### src/rtl/cbw_pkg.sv
package cbw_pkg;
  localparam int ADDR_W    = 16;
  localparam int DATA_W    = 16;
  localparam int BYTE_W    = 8;
  localparam int WORD_W    = ADDR_W + DATA_W;
  localparam int NUM_LANES = WORD_W / BYTE_W;
  localparam int SEL_W     = $clog2(NUM_LANES);

  typedef enum logic [1:0] {
    PH_IDLE   = 2'd0,
    PH_SETTLE = 2'd1,
    PH_STROBE = 2'd2
  } phase_e;

  typedef struct packed {
    logic [ADDR_W-1:0] addr;
    logic [DATA_W-1:0] data;
  } bus_word_t;
endpackage

### src/rtl/cbw_rst_sync.sv
module cbw_rst_sync #(
  parameter int STAGES = 2
) (
  input  logic clk,
  input  logic arst_n,
  output logic srst_n
);
  logic [STAGES-1:0] chain_q;
  logic [STAGES-1:0] chain_d;

  always_comb begin
    chain_d = {chain_q[STAGES-2:0], 1'b1};
  end

  always_ff @(posedge clk or negedge arst_n) begin
    if (!arst_n) begin
      chain_q <= '0;
    end else begin
      chain_q <= chain_d;
    end
  end

  assign srst_n = chain_q[STAGES-1];
endmodule

### src/rtl/cbw_stage.sv
module cbw_stage import cbw_pkg::*; (
  input  logic              clk,
  input  logic              rst_n,
  input  logic              host_we,
  input  logic [SEL_W-1:0]  host_sel,
  input  logic [BYTE_W-1:0] host_wdata,
  output logic              trig,
  output bus_word_t         trig_word
);
  localparam int TRIG_LANE = NUM_LANES - 1;

  logic [WORD_W-1:0] snap_flat;

  for (genvar i = 0; i < NUM_LANES; i++) begin : g_lane
    logic              wr_en;
    logic [BYTE_W-1:0] byte_q;
    logic [BYTE_W-1:0] byte_d;

    assign wr_en  = host_we && (host_sel == SEL_W'(i));
    assign byte_d = wr_en ? host_wdata : byte_q;

    always_ff @(posedge clk or negedge rst_n) begin
      if (!rst_n) begin
        byte_q <= '0;
      end else if (wr_en) begin
        byte_q <= byte_d;
      end
    end

    // lane 0 is the most significant byte of the word
    assign snap_flat[(NUM_LANES-1-i)*BYTE_W +: BYTE_W] = byte_d;
  end

  assign trig      = host_we && (host_sel == SEL_W'(TRIG_LANE));
  assign trig_word = bus_word_t'(snap_flat);
endmodule

### src/rtl/cbw_hold.sv
module cbw_hold import cbw_pkg::*; (
  input  logic      clk,
  input  logic      rst_n,
  input  logic      trig,
  input  bus_word_t trig_word,
  input  logic      active,
  output logic      start,
  output bus_word_t start_word,
  output logic      pending,
  output logic      overrun
);
  logic      pend_q, pend_d;
  logic      ovr_q, ovr_d;
  logic      load_en;
  bus_word_t word_q;

  always_comb begin
    start      = !active && (pend_q || trig);
    start_word = pend_q ? word_q : trig_word;
  end

  always_comb begin
    pend_d  = pend_q;
    ovr_d   = ovr_q;
    load_en = 1'b0;
    if (!active) begin
      if (pend_q) begin
        if (trig) begin
          load_en = 1'b1;   // held word launches, new trigger takes its slot
        end else begin
          pend_d = 1'b0;
        end
      end
    end else if (trig) begin
      if (pend_q) begin
        ovr_d = 1'b1;
      end else begin
        pend_d  = 1'b1;
        load_en = 1'b1;
      end
    end
  end

  always_ff @(posedge clk or negedge rst_n) begin
    if (!rst_n) begin
      pend_q <= 1'b0;
      ovr_q  <= 1'b0;
    end else begin
      pend_q <= pend_d;
      ovr_q  <= ovr_d;
    end
  end

  always_ff @(posedge clk or negedge rst_n) begin
    if (!rst_n) begin
      word_q <= '0;
    end else if (load_en) begin
      word_q <= trig_word;
    end
  end

  assign pending = pend_q;
  assign overrun = ovr_q;
endmodule

### src/rtl/cbw_timer.sv
module cbw_timer import cbw_pkg::*; #(
  parameter int unsigned SETTLE_CYC = 1,
  parameter int unsigned STROBE_CYC = 1
) (
  input  logic      clk,
  input  logic      rst_n,
  input  logic      start,
  input  bus_word_t start_word,
  output logic      active,
  output bus_word_t bus_word,
  output logic      wen
);
  localparam int unsigned MAX_CYC = (SETTLE_CYC > STROBE_CYC) ? SETTLE_CYC : STROBE_CYC;
  localparam int CNT_W = (MAX_CYC > 1) ? $clog2(MAX_CYC) : 1;
  localparam logic [CNT_W-1:0] SETTLE_LAST = CNT_W'(SETTLE_CYC - 1);
  localparam logic [CNT_W-1:0] STROBE_LAST = CNT_W'(STROBE_CYC - 1);

  phase_e           phase_q, phase_d;
  logic [CNT_W-1:0] cnt_q, cnt_d;
  logic             wen_q, wen_d;
  logic             load_en;
  bus_word_t        word_q;

  always_comb begin
    phase_d = phase_q;
    cnt_d   = cnt_q;
    wen_d   = wen_q;
    load_en = 1'b0;
    unique case (phase_q)
      PH_IDLE: begin
        if (start) begin
          phase_d = PH_SETTLE;
          cnt_d   = SETTLE_LAST;
          load_en = 1'b1;
        end
      end
      PH_SETTLE: begin
        if (cnt_q == '0) begin
          phase_d = PH_STROBE;
          cnt_d   = STROBE_LAST;
          wen_d   = 1'b1;
        end else begin
          cnt_d = cnt_q - 1'b1;
        end
      end
      PH_STROBE: begin
        if (cnt_q == '0) begin
          phase_d = PH_IDLE;
          wen_d   = 1'b0;
        end else begin
          cnt_d = cnt_q - 1'b1;
        end
      end
      default: begin
        phase_d = PH_IDLE;
        wen_d   = 1'b0;
      end
    endcase
  end

  always_ff @(posedge clk or negedge rst_n) begin
    if (!rst_n) begin
      phase_q <= PH_IDLE;
      cnt_q   <= '0;
      wen_q   <= 1'b0;
    end else begin
      phase_q <= phase_d;
      cnt_q   <= cnt_d;
      wen_q   <= wen_d;
    end
  end

  always_ff @(posedge clk or negedge rst_n) begin
    if (!rst_n) begin
      word_q <= '0;
    end else if (load_en) begin
      word_q <= start_word;
    end
  end

  assign active   = (phase_q != PH_IDLE);
  assign bus_word = word_q;
  assign wen      = wen_q;
endmodule

### src/rtl/ctrl_bus_writer.sv
module ctrl_bus_writer import cbw_pkg::*; #(
  parameter int unsigned CLK_FREQ_HZ = 200_000_000,
  parameter int unsigned SETTLE_NS   = 10_000,
  parameter int unsigned STROBE_NS   = 10_000
) (
  input  logic              clk,
  input  logic              rst_n,
  input  logic              host_we,
  input  logic [SEL_W-1:0]  host_sel,
  input  logic [BYTE_W-1:0] host_wdata,
  output logic              host_busy,
  output logic              host_overrun,
  output logic [ADDR_W-1:0] bus_addr,
  output logic [DATA_W-1:0] bus_data,
  output logic              bus_wen
);
  localparam longint NS_PER_S   = 64'd1_000_000_000;
  localparam longint SETTLE_RAW = (longint'(CLK_FREQ_HZ) * longint'(SETTLE_NS) + NS_PER_S - 1) / NS_PER_S;
  localparam longint STROBE_RAW = (longint'(CLK_FREQ_HZ) * longint'(STROBE_NS) + NS_PER_S - 1) / NS_PER_S;
  localparam int unsigned SETTLE_CYC = (SETTLE_RAW < 1) ? 1 : int'(SETTLE_RAW);
  localparam int unsigned STROBE_CYC = (STROBE_RAW < 1) ? 1 : int'(STROBE_RAW);

  logic      srst_n;
  logic      trig;
  bus_word_t trig_word;
  logic      start;
  bus_word_t start_word;
  logic      pending;
  logic      active;
  bus_word_t out_word;

  cbw_rst_sync #(.STAGES(2)) u_rst (
    .clk    (clk),
    .arst_n (rst_n),
    .srst_n (srst_n)
  );

  cbw_stage u_stage (
    .clk        (clk),
    .rst_n      (srst_n),
    .host_we    (host_we),
    .host_sel   (host_sel),
    .host_wdata (host_wdata),
    .trig       (trig),
    .trig_word  (trig_word)
  );

  cbw_hold u_hold (
    .clk        (clk),
    .rst_n      (srst_n),
    .trig       (trig),
    .trig_word  (trig_word),
    .active     (active),
    .start      (start),
    .start_word (start_word),
    .pending    (pending),
    .overrun    (host_overrun)
  );

  cbw_timer #(
    .SETTLE_CYC (SETTLE_CYC),
    .STROBE_CYC (STROBE_CYC)
  ) u_timer (
    .clk        (clk),
    .rst_n      (srst_n),
    .start      (start),
    .start_word (start_word),
    .active     (active),
    .bus_word   (out_word),
    .wen        (bus_wen)
  );

  assign host_busy = active || pending;
  assign bus_addr  = out_word.addr;
  assign bus_data  = out_word.data;
endmodule

### config.mk
export PLATFORM = sky130hd
export DESIGN_NAME = ctrl_bus_writer
export DESIGN_NICKNAME = d
export VERILOG_FILES = /design/src/rtl/cbw_pkg.sv /design/src/rtl/cbw_rst_sync.sv /design/src/rtl/cbw_stage.sv /design/src/rtl/cbw_hold.sv /design/src/rtl/cbw_timer.sv /design/src/rtl/ctrl_bus_writer.sv
export SDC_FILE = /design/constraint.sdc
export NUM_CORES = 1
export LEC_CHECK = 0
export ABC_AREA = 1
export BUFFER_PORTS_ARGS = -buffer_cell sky130_fd_sc_hd__buf_2
export CAP_MARGIN = 5
export CELL_PAD_IN_SITES_DETAIL_PLACEMENT = 1
export CELL_PAD_IN_SITES_GLOBAL_PLACEMENT = 2
export CORE_ASPECT_RATIO = 1.1
export CORE_MARGIN = 2
export CORE_UTILIZATION = 37
export DETAILED_ROUTE_END_ITERATION = 8
export PLACE_DENSITY = 0.78
export SETUP_SLACK_MARGIN = 0.4
export SLEW_MARGIN = 25
export SYNTH_ARGS = -nofsm -noshare
export SYNTH_HDL_FRONTEND = slang
export SYNTH_HIERARCHICAL = 1
export SYNTH_SLANG_ARGS = --single-unit
### constraint.sdc
create_clock -name clk -period 4.49 [get_ports clk]
set_input_delay 0.449 -clock clk [delete_from_list [all_inputs] [get_ports clk]]
set_output_delay 0.449 -clock clk [all_outputs]
set_load 0.1 [all_outputs]
-- Word level (Yosys, flattened, before mapping)
Cells that the tools add are included.
- register bits: 114
- bits of input ports: 13
- word-level logic and storage cells: 68
- $add $sub $neg: 1
- eq/ne operators: 10
- multiplexer cells: 25
- bitwise logic cells: 1
- reductions and logical operators: 17
- operators by type and width (cell ; number):
    two-way mux 11 bit ; 3
    case mux 11 bit (3 select lines) ; 1
    two-way mux 32 bit ; 1
    two-way mux 8 bit ; 4
    AND reduction 3 bit ; 4
    logical NOT 11 bit ; 1
    two-way mux 1 bit ; 11
    subtractor 11 x 1 -> 11 bit (second input constant) ; 1
    == test 2 bit (second input constant) ; 3
    two-way mux 2 bit ; 3
    != test 2 x 1 -> 1 bit (second input constant) ; 3
    case mux 2 bit (3 select lines) ; 1
    logical AND 1 bit ; 5
    == test 2 x 1 -> 1 bit (second input constant) ; 2
    logical NOT 2 bit ; 2
    != test 2 bit (second input constant) ; 2
    case mux 1 bit (3 select lines) ; 1
    nonzero test 3 bit ; 1
    logical OR 1 bit ; 2
    nonzero test 2 bit ; 1
    logical NOT 1 bit ; 1
    NOT 1 bit ; 1

-- Logic depth before layout (Yosys ltp)
- depth in word-level cells: 6
- mapped depth: 12
- depth with buffers taken out: 11

-- Modules after synthesis
Netlist, hierarchy kept.
- modules (own cells, without submodules) (module ; times used ; cells an instance ; area an instance (um2)):
    cbw_timer ; 1 ; 229 ; 2332.2
    cbw_hold ; 1 ; 257 ; 1804.2
    cbw_stage ; 1 ; 176 ; 1524.0
    cbw_rst_sync ; 1 ; 3 ; 53.8
    ctrl_bus_writer ; 1 ; 3 ; 11.3

-- Worst setup path after synthesis
Ideal clock, no wire load.
- path type: register to output
- from: reg u_timer.phase_q[0]
- to: out host_busy
- arrival time: 1.601 ns
- data required time: 4.041 ns
- path slack: 2.440 ns
- stages on the path, launching flop included: 6
- buffers on the path: 0
- path through: dfrtp_1 -> inv_1 -> ha_1 -> inv_1 -> inv_1 -> nand2_1
- longest elaborated chain between the ends: 2
- ends and longest elaborated chain (element ; line ; source):
    start, declared ; cbw_timer.sv:18 ; phase_e phase_q, phase_d;
    start signal, assigned ; cbw_timer.sv:67 ; phase_q <= phase_d;
    nonzero test 2 bit ; cbw_timer.sv:81 ; assign active = (phase_q != PH_IDLE);
    net active ; ctrl_bus_writer.sv:29 ; logic active;
    logical OR 1 bit ; ctrl_bus_writer.sv:73 ; assign host_busy = active || pending;
    end, declared ; ctrl_bus_writer.sv:11 ; output logic host_busy,
The timed path passes the listed nets, and every way through them passes these cells.

-- Worst setup path after layout
- from: in host_we
- to: reg u_timer.word_q, in the netlist u_timer/bus_word[30]
- longest elaborated chain between the ends: 5
- elaborated cells between the ends (all ways): 8
- classes of those cells: mux (4); reduce/logical (4)
- ends and longest elaborated chain (element ; line ; source):
    start, declared ; ctrl_bus_writer.sv:8 ; input logic host_we,
    logical AND 1 bit ; cbw_stage.sv:34 ; assign trig = host_we && (host_sel == SEL_W'(TRIG_LANE));
    net trig ; ctrl_bus_writer.sv:24 ; logic trig;
    logical OR 1 bit ; cbw_hold.sv:18 ; start = !active && (pend_q || trig);
    logical AND 1 bit ; cbw_hold.sv:18 ;
    net start ; ctrl_bus_writer.sv:26 ; logic start;
    two-way mux 1 bit ; cbw_timer.sv:31 ; if (start) begin
    two-way mux 1 bit ; cbw_timer.sv:29 ; unique case (phase_q)
    end signal, assigned ; cbw_timer.sv:77 ; word_q <= start_word;
    end, declared ; cbw_timer.sv:22 ; bus_word_t word_q;
The timed path passes the listed nets, and every way through them passes these cells.
A chain may end at the register's enable or synchronous reset.

==> load_flow_metrics.sql <==
INSERT INTO impl_metrics (metric_group, metric, value, unit) VALUES
('sta', 'min_period_over_period', '58.13', '%'),
('sta', 'worst_slack', '1.880', 'ns'),
('power_and_ir_drop', 'comb_power_share', '45.1', '%'),
('yosys', 'synthesis.area', '5725', 'um^2'),
('global_route', 'groute.layer.met1.usage', '24.84', '%'),
('sta', 'hold_viol_final', '0', ''),
('power_and_ir_drop', 'power.switching', '2556', 'uW'),
('global_route', 'grt_util_met2', '34.32', '%'),
('route', 'remaining_routing_drc_violations', '0', ''),
('global_route', 'number_of_antenna_violations_at_the_first_check_in_global_routing', '0', ''),
('power_and_ir_drop', 'power.density', '805.1', 'nW/um^2'),
('sta', 'max_slew_margin', '40.58', '%'),
('cts', 'cts_buffer_depth', '2', ''),
('worst_setup_path', 'r2r_setup_slack', '1.96', 'ns'),
('cts', 'insertion_delay', '0.41', 'ns'),
('power_and_ir_drop', 'max-vdd-ir-drop', '0.3605', 'mV'),
('yosys', 'post_synth_num_cell_types', '37', ''),
('sta', 'worstMarginPinSlew', '0.8903', 'ns'),
('place', 'detailedPlacementHpwl', '10.01', 'mm'),
('worst_setup_path', 'critical_path.endpoint', 'u_timer/bus_word[30]$_DFFE_PN0P_', ''),
('cells_and_area', 'n_fill_cell', '1817', ''),
('sta', 'fin_tns_setup', '0', 'ns'),
('hold_path', 'hold_path.class', 'reg2async', ''),
('place', 'numPortBuffers', '47', ''),
('worst_setup_path', 'r2r_start', 'u_timer/phase_q[0]$_DFFE_PN0P_', ''),
('worst_setup_path', 'worst_setup_path_start_kind', 'input port', ''),
('die', 'boundaryPins', '48', ''),
('sta', 'slew_viol_final', '0', ''),
('global_route', 'globalRoute.totalOverflow', '0', ''),
('cells_and_area', 'final_layout_size_suffix_gt1_share', '16.37', '%'),
('global_route', 'largest_net_degree_at_the_start_of_global_routing', '46', ''),
('cts', 'cts_setup_buffers', '0', ''),
('worst_setup_path', 'r2r.worst_path.cells', '6', ''),
('yosys', 'synthesis.instances', '668', ''),
('sta', 'worst_clock_skew', '0.007785', 'ns'),
('worst_setup_path', 'required', '4.78', 'ns'),
('sta', 'setup_viol_count_final', '0', ''),
('place', 'post-place-cells', '884', ''),
('yosys', 'post-synth-top-count-cell', 'nand2_1', ''),
('cts', 'buffer_cell_driving_the_clock_tree_root', 'clkbuf_16', ''),
('cells_and_area', 'syn2layout_area_growth', '16.00', '%'),
('worst_setup_path', 'timing.critical_path.from', 'host_we', ''),
('flow_run', 'maxCapViolations', '0', ''),
('die', 'placement_rows', '47', ''),
('sta', 'maxClockFrequency', '0.3832', 'GHz'),
('yosys', 'dominant_cell_type_by_area_after_synthesis', 'dfrtp_1', ''),
('cts', 'cts_made_buffers', '17', ''),
('route', 'first_pass_iters', '4', ''),
('worst_setup_path', 'reg2reg_to', 'u_timer/bus_word[30]$_DFFE_PN0P_', ''),
('outcome', 'status', 'finished, final reports clean', ''),
('route', 'wl_per_cell', '16.66', 'um'),
('sta', 'finalWorstPathRequiredPeriod', '2.610', 'ns'),
('yosys', 'postSynthNetCount', '687', ''),
('place', 'pre_cts_ws', '1.416', 'ns'),
('route', 'vias', '4694', ''),
('sta', 'rsz0062_at_grt', 'no', ''),
('worst_setup_path', 'end_kind', 'flip-flop', ''),
('power_and_ir_drop', 'power.share.clock', '24.7', '%'),
('yosys', 'synthArstFlopShare', '100.0', '%'),
('route', 'drt_wl_total', '15.28', 'mm'),
('global_route', 'wire_length_of_the_first_global_routing_pass', '25.69', 'mm'),
('route', 'drt-vias-per-instance', '5.119', ''),
('cells_and_area', 'number_of_antenna_cells_inserted', '0', ''),
('cts', 'cts.reportedPaths.clkPinSlew', '0.05', 'ns'),
('die', 'die_height', '134.5', 'um'),
('yosys', 'synth_flop_cell', 'dfrtp_1', ''),
('die', 'floorplan.initialDensity', '37.88', '%'),
('yosys', 'synth_commonest_cells', '281 x nand2_1, 114 x dfrtp_1, 91 x nand3_1', ''),
('global_route', 'grt_most_used_layer', 'met2', ''),
('die', 'core-area', '15110', 'um^2'),
('cells_and_area', 'nNetsFinal', '727', '');
==> flip-flops by register name, summed over array words and instances, names as in the netlist <==
name / cells
u_timer/cnt_q: 11
u_timer/wen: 1
u_rst/chain_q: 2
u_hold/word_q: 32
u_hold/pending: 1
u_stage/g_lane.byte_q: 32
u_timer/phase_q: 2
u_hold/overrun: 1
u_timer/bus_word: 32
==> stage by stage <==
step	power, uW	area [um^2]	hold WS [ns]	util, %
2_1_floorplan	3591	5725	0.1534	-
6_report	5347	6641	0.2725	43.94
4_1_cts	5415	6641	0.2931	43.94
3_3_place_gp	3986	6047	0.2332	40.01
5_1_grt	5682	6641	0.3121	43.94
3_5_place_dp	4059	6050	0.2349	40.03
==> worst max-delay path, stage by stage <==
cell and delay, ns:
buf_2 0.54, nand3_2 0.29, inv_1 0.22, nor2_1 0.09, nor2_1 0.22, nand2_2 0.54, mux2_1 0.53
==> kinds of logic (layout without fill, tap and decap cells) <==
kind of cell | after synthesis | after routing | synth area share (%)
simple gates | 430 | 430 | 34.22
flops | 114 | 114 | 49.83
buf+inv | 62 | 115 | 5.485
mux | 32 | 32 | 6.294
compound gates | 22 | 22 | 2.644
fa+ha+maj | 6 | 6 | 1.311
other cells | 1 | 1 | 0.06550
xor+xnor | 1 | 1 | 0.1530
==> per-layer routing <==
metal,up-vias,share of wire [%]
met5,-,0
met2,99,50
met1,2316,44
li1,2255,-
met4,0,1.6
met3,24,4.3
==> power by group through the flow <==
stage | clock network [uW] | logic (uW) | registers [uW]
3_5_place_dp | 0 | 2430 | 1630
2_1_floorplan | 0 | 1020 | 2570
3_3_place_gp | 0 | 2370 | 1620
6_report | 1320 | 2410 | 1620
5_1_grt | 1400 | 2610 | 1670
4_1_cts | 1360 | 2440 | 1620
==> area by class of cell <==
class | instances | area [um^2] | area share [%]
multi-input cells | 492 | 2561 | 38.56
repair buffers | 53 | 282.8 | 4.258
clock buffers | 22 | 474.2 | 7.140
inverters | 30 | 113.9 | 1.714
well taps | 196 | 245.2 | 3.693
clock inverters | 10 | 107.6 | 1.620
flip-flops and latches | 114 | 2856 | 43.01
==> worst min path at each step <==
| stage | start | to | slack [ns] | depth (start not counted) |
|---|---|---|---|---|
| 3_5_place_dp | rst_n | u_rst/chain_q[0]$_DFF_PN0_ | 0.23 | 1 |
| 3_3_place_gp | rst_n | u_rst/chain_q[0]$_DFF_PN0_ | 0.23 | 1 |
| 6_report | u_rst/chain_q[1]$_DFF_PN0_ | u_timer/bus_word[31]$_DFFE_PN0P_ | 0.27 | 0 |
| 2_1_floorplan | rst_n | u_rst/chain_q[0]$_DFF_PN0_ | 0.15 | 0 |
| 4_1_cts | u_rst/chain_q[1]$_DFF_PN0_ | u_timer/bus_word[31]$_DFFE_PN0P_ | 0.29 | 0 |
| 5_1_grt | u_rst/chain_q[1]$_DFF_PN0_ | u_hold/word_q[28]$_DFFE_PN0P_ | 0.31 | 0 |
==> layout by cell type (no fill, tap or decap), drive strengths merged <==
| cell type | netlist | final |
|---|---|---|
| nand3b | 3 | 3 |
| clkinv | 3 | 8 |
| clkbuf | 7 | 22 |
| mux2 | 32 | 32 |
| o21ai | 5 | 5 |
| nor3b | 1 | 1 |
| dfrtp | 114 | 114 |
| nand3 | 96 | 96 |
| xnor2 | 1 | 1 |
| bufinv | 0 | 2 |
| nand4 | 24 | 24 |
| a21oi | 14 | 14 |
| o21bai | 3 | 3 |
| ha | 6 | 6 |
| conb | 1 | 1 |
| clkinvlp | 0 | 3 |
| nor2 | 19 | 19 |
| inv | 27 | 27 |
| dlygate4sd3 | 0 | 1 |
| buf | 25 | 52 |
| nand2 | 286 | 286 |
| or2 | 1 | 1 |
==> timing repair <==
action | in CTS | in global routing
hold buffers | 1 | 0
gates resized for setup | 0 | 0
hold endpoints to repair | 2 | 0
No activity file was read; power rests on OpenSTA's default activity.
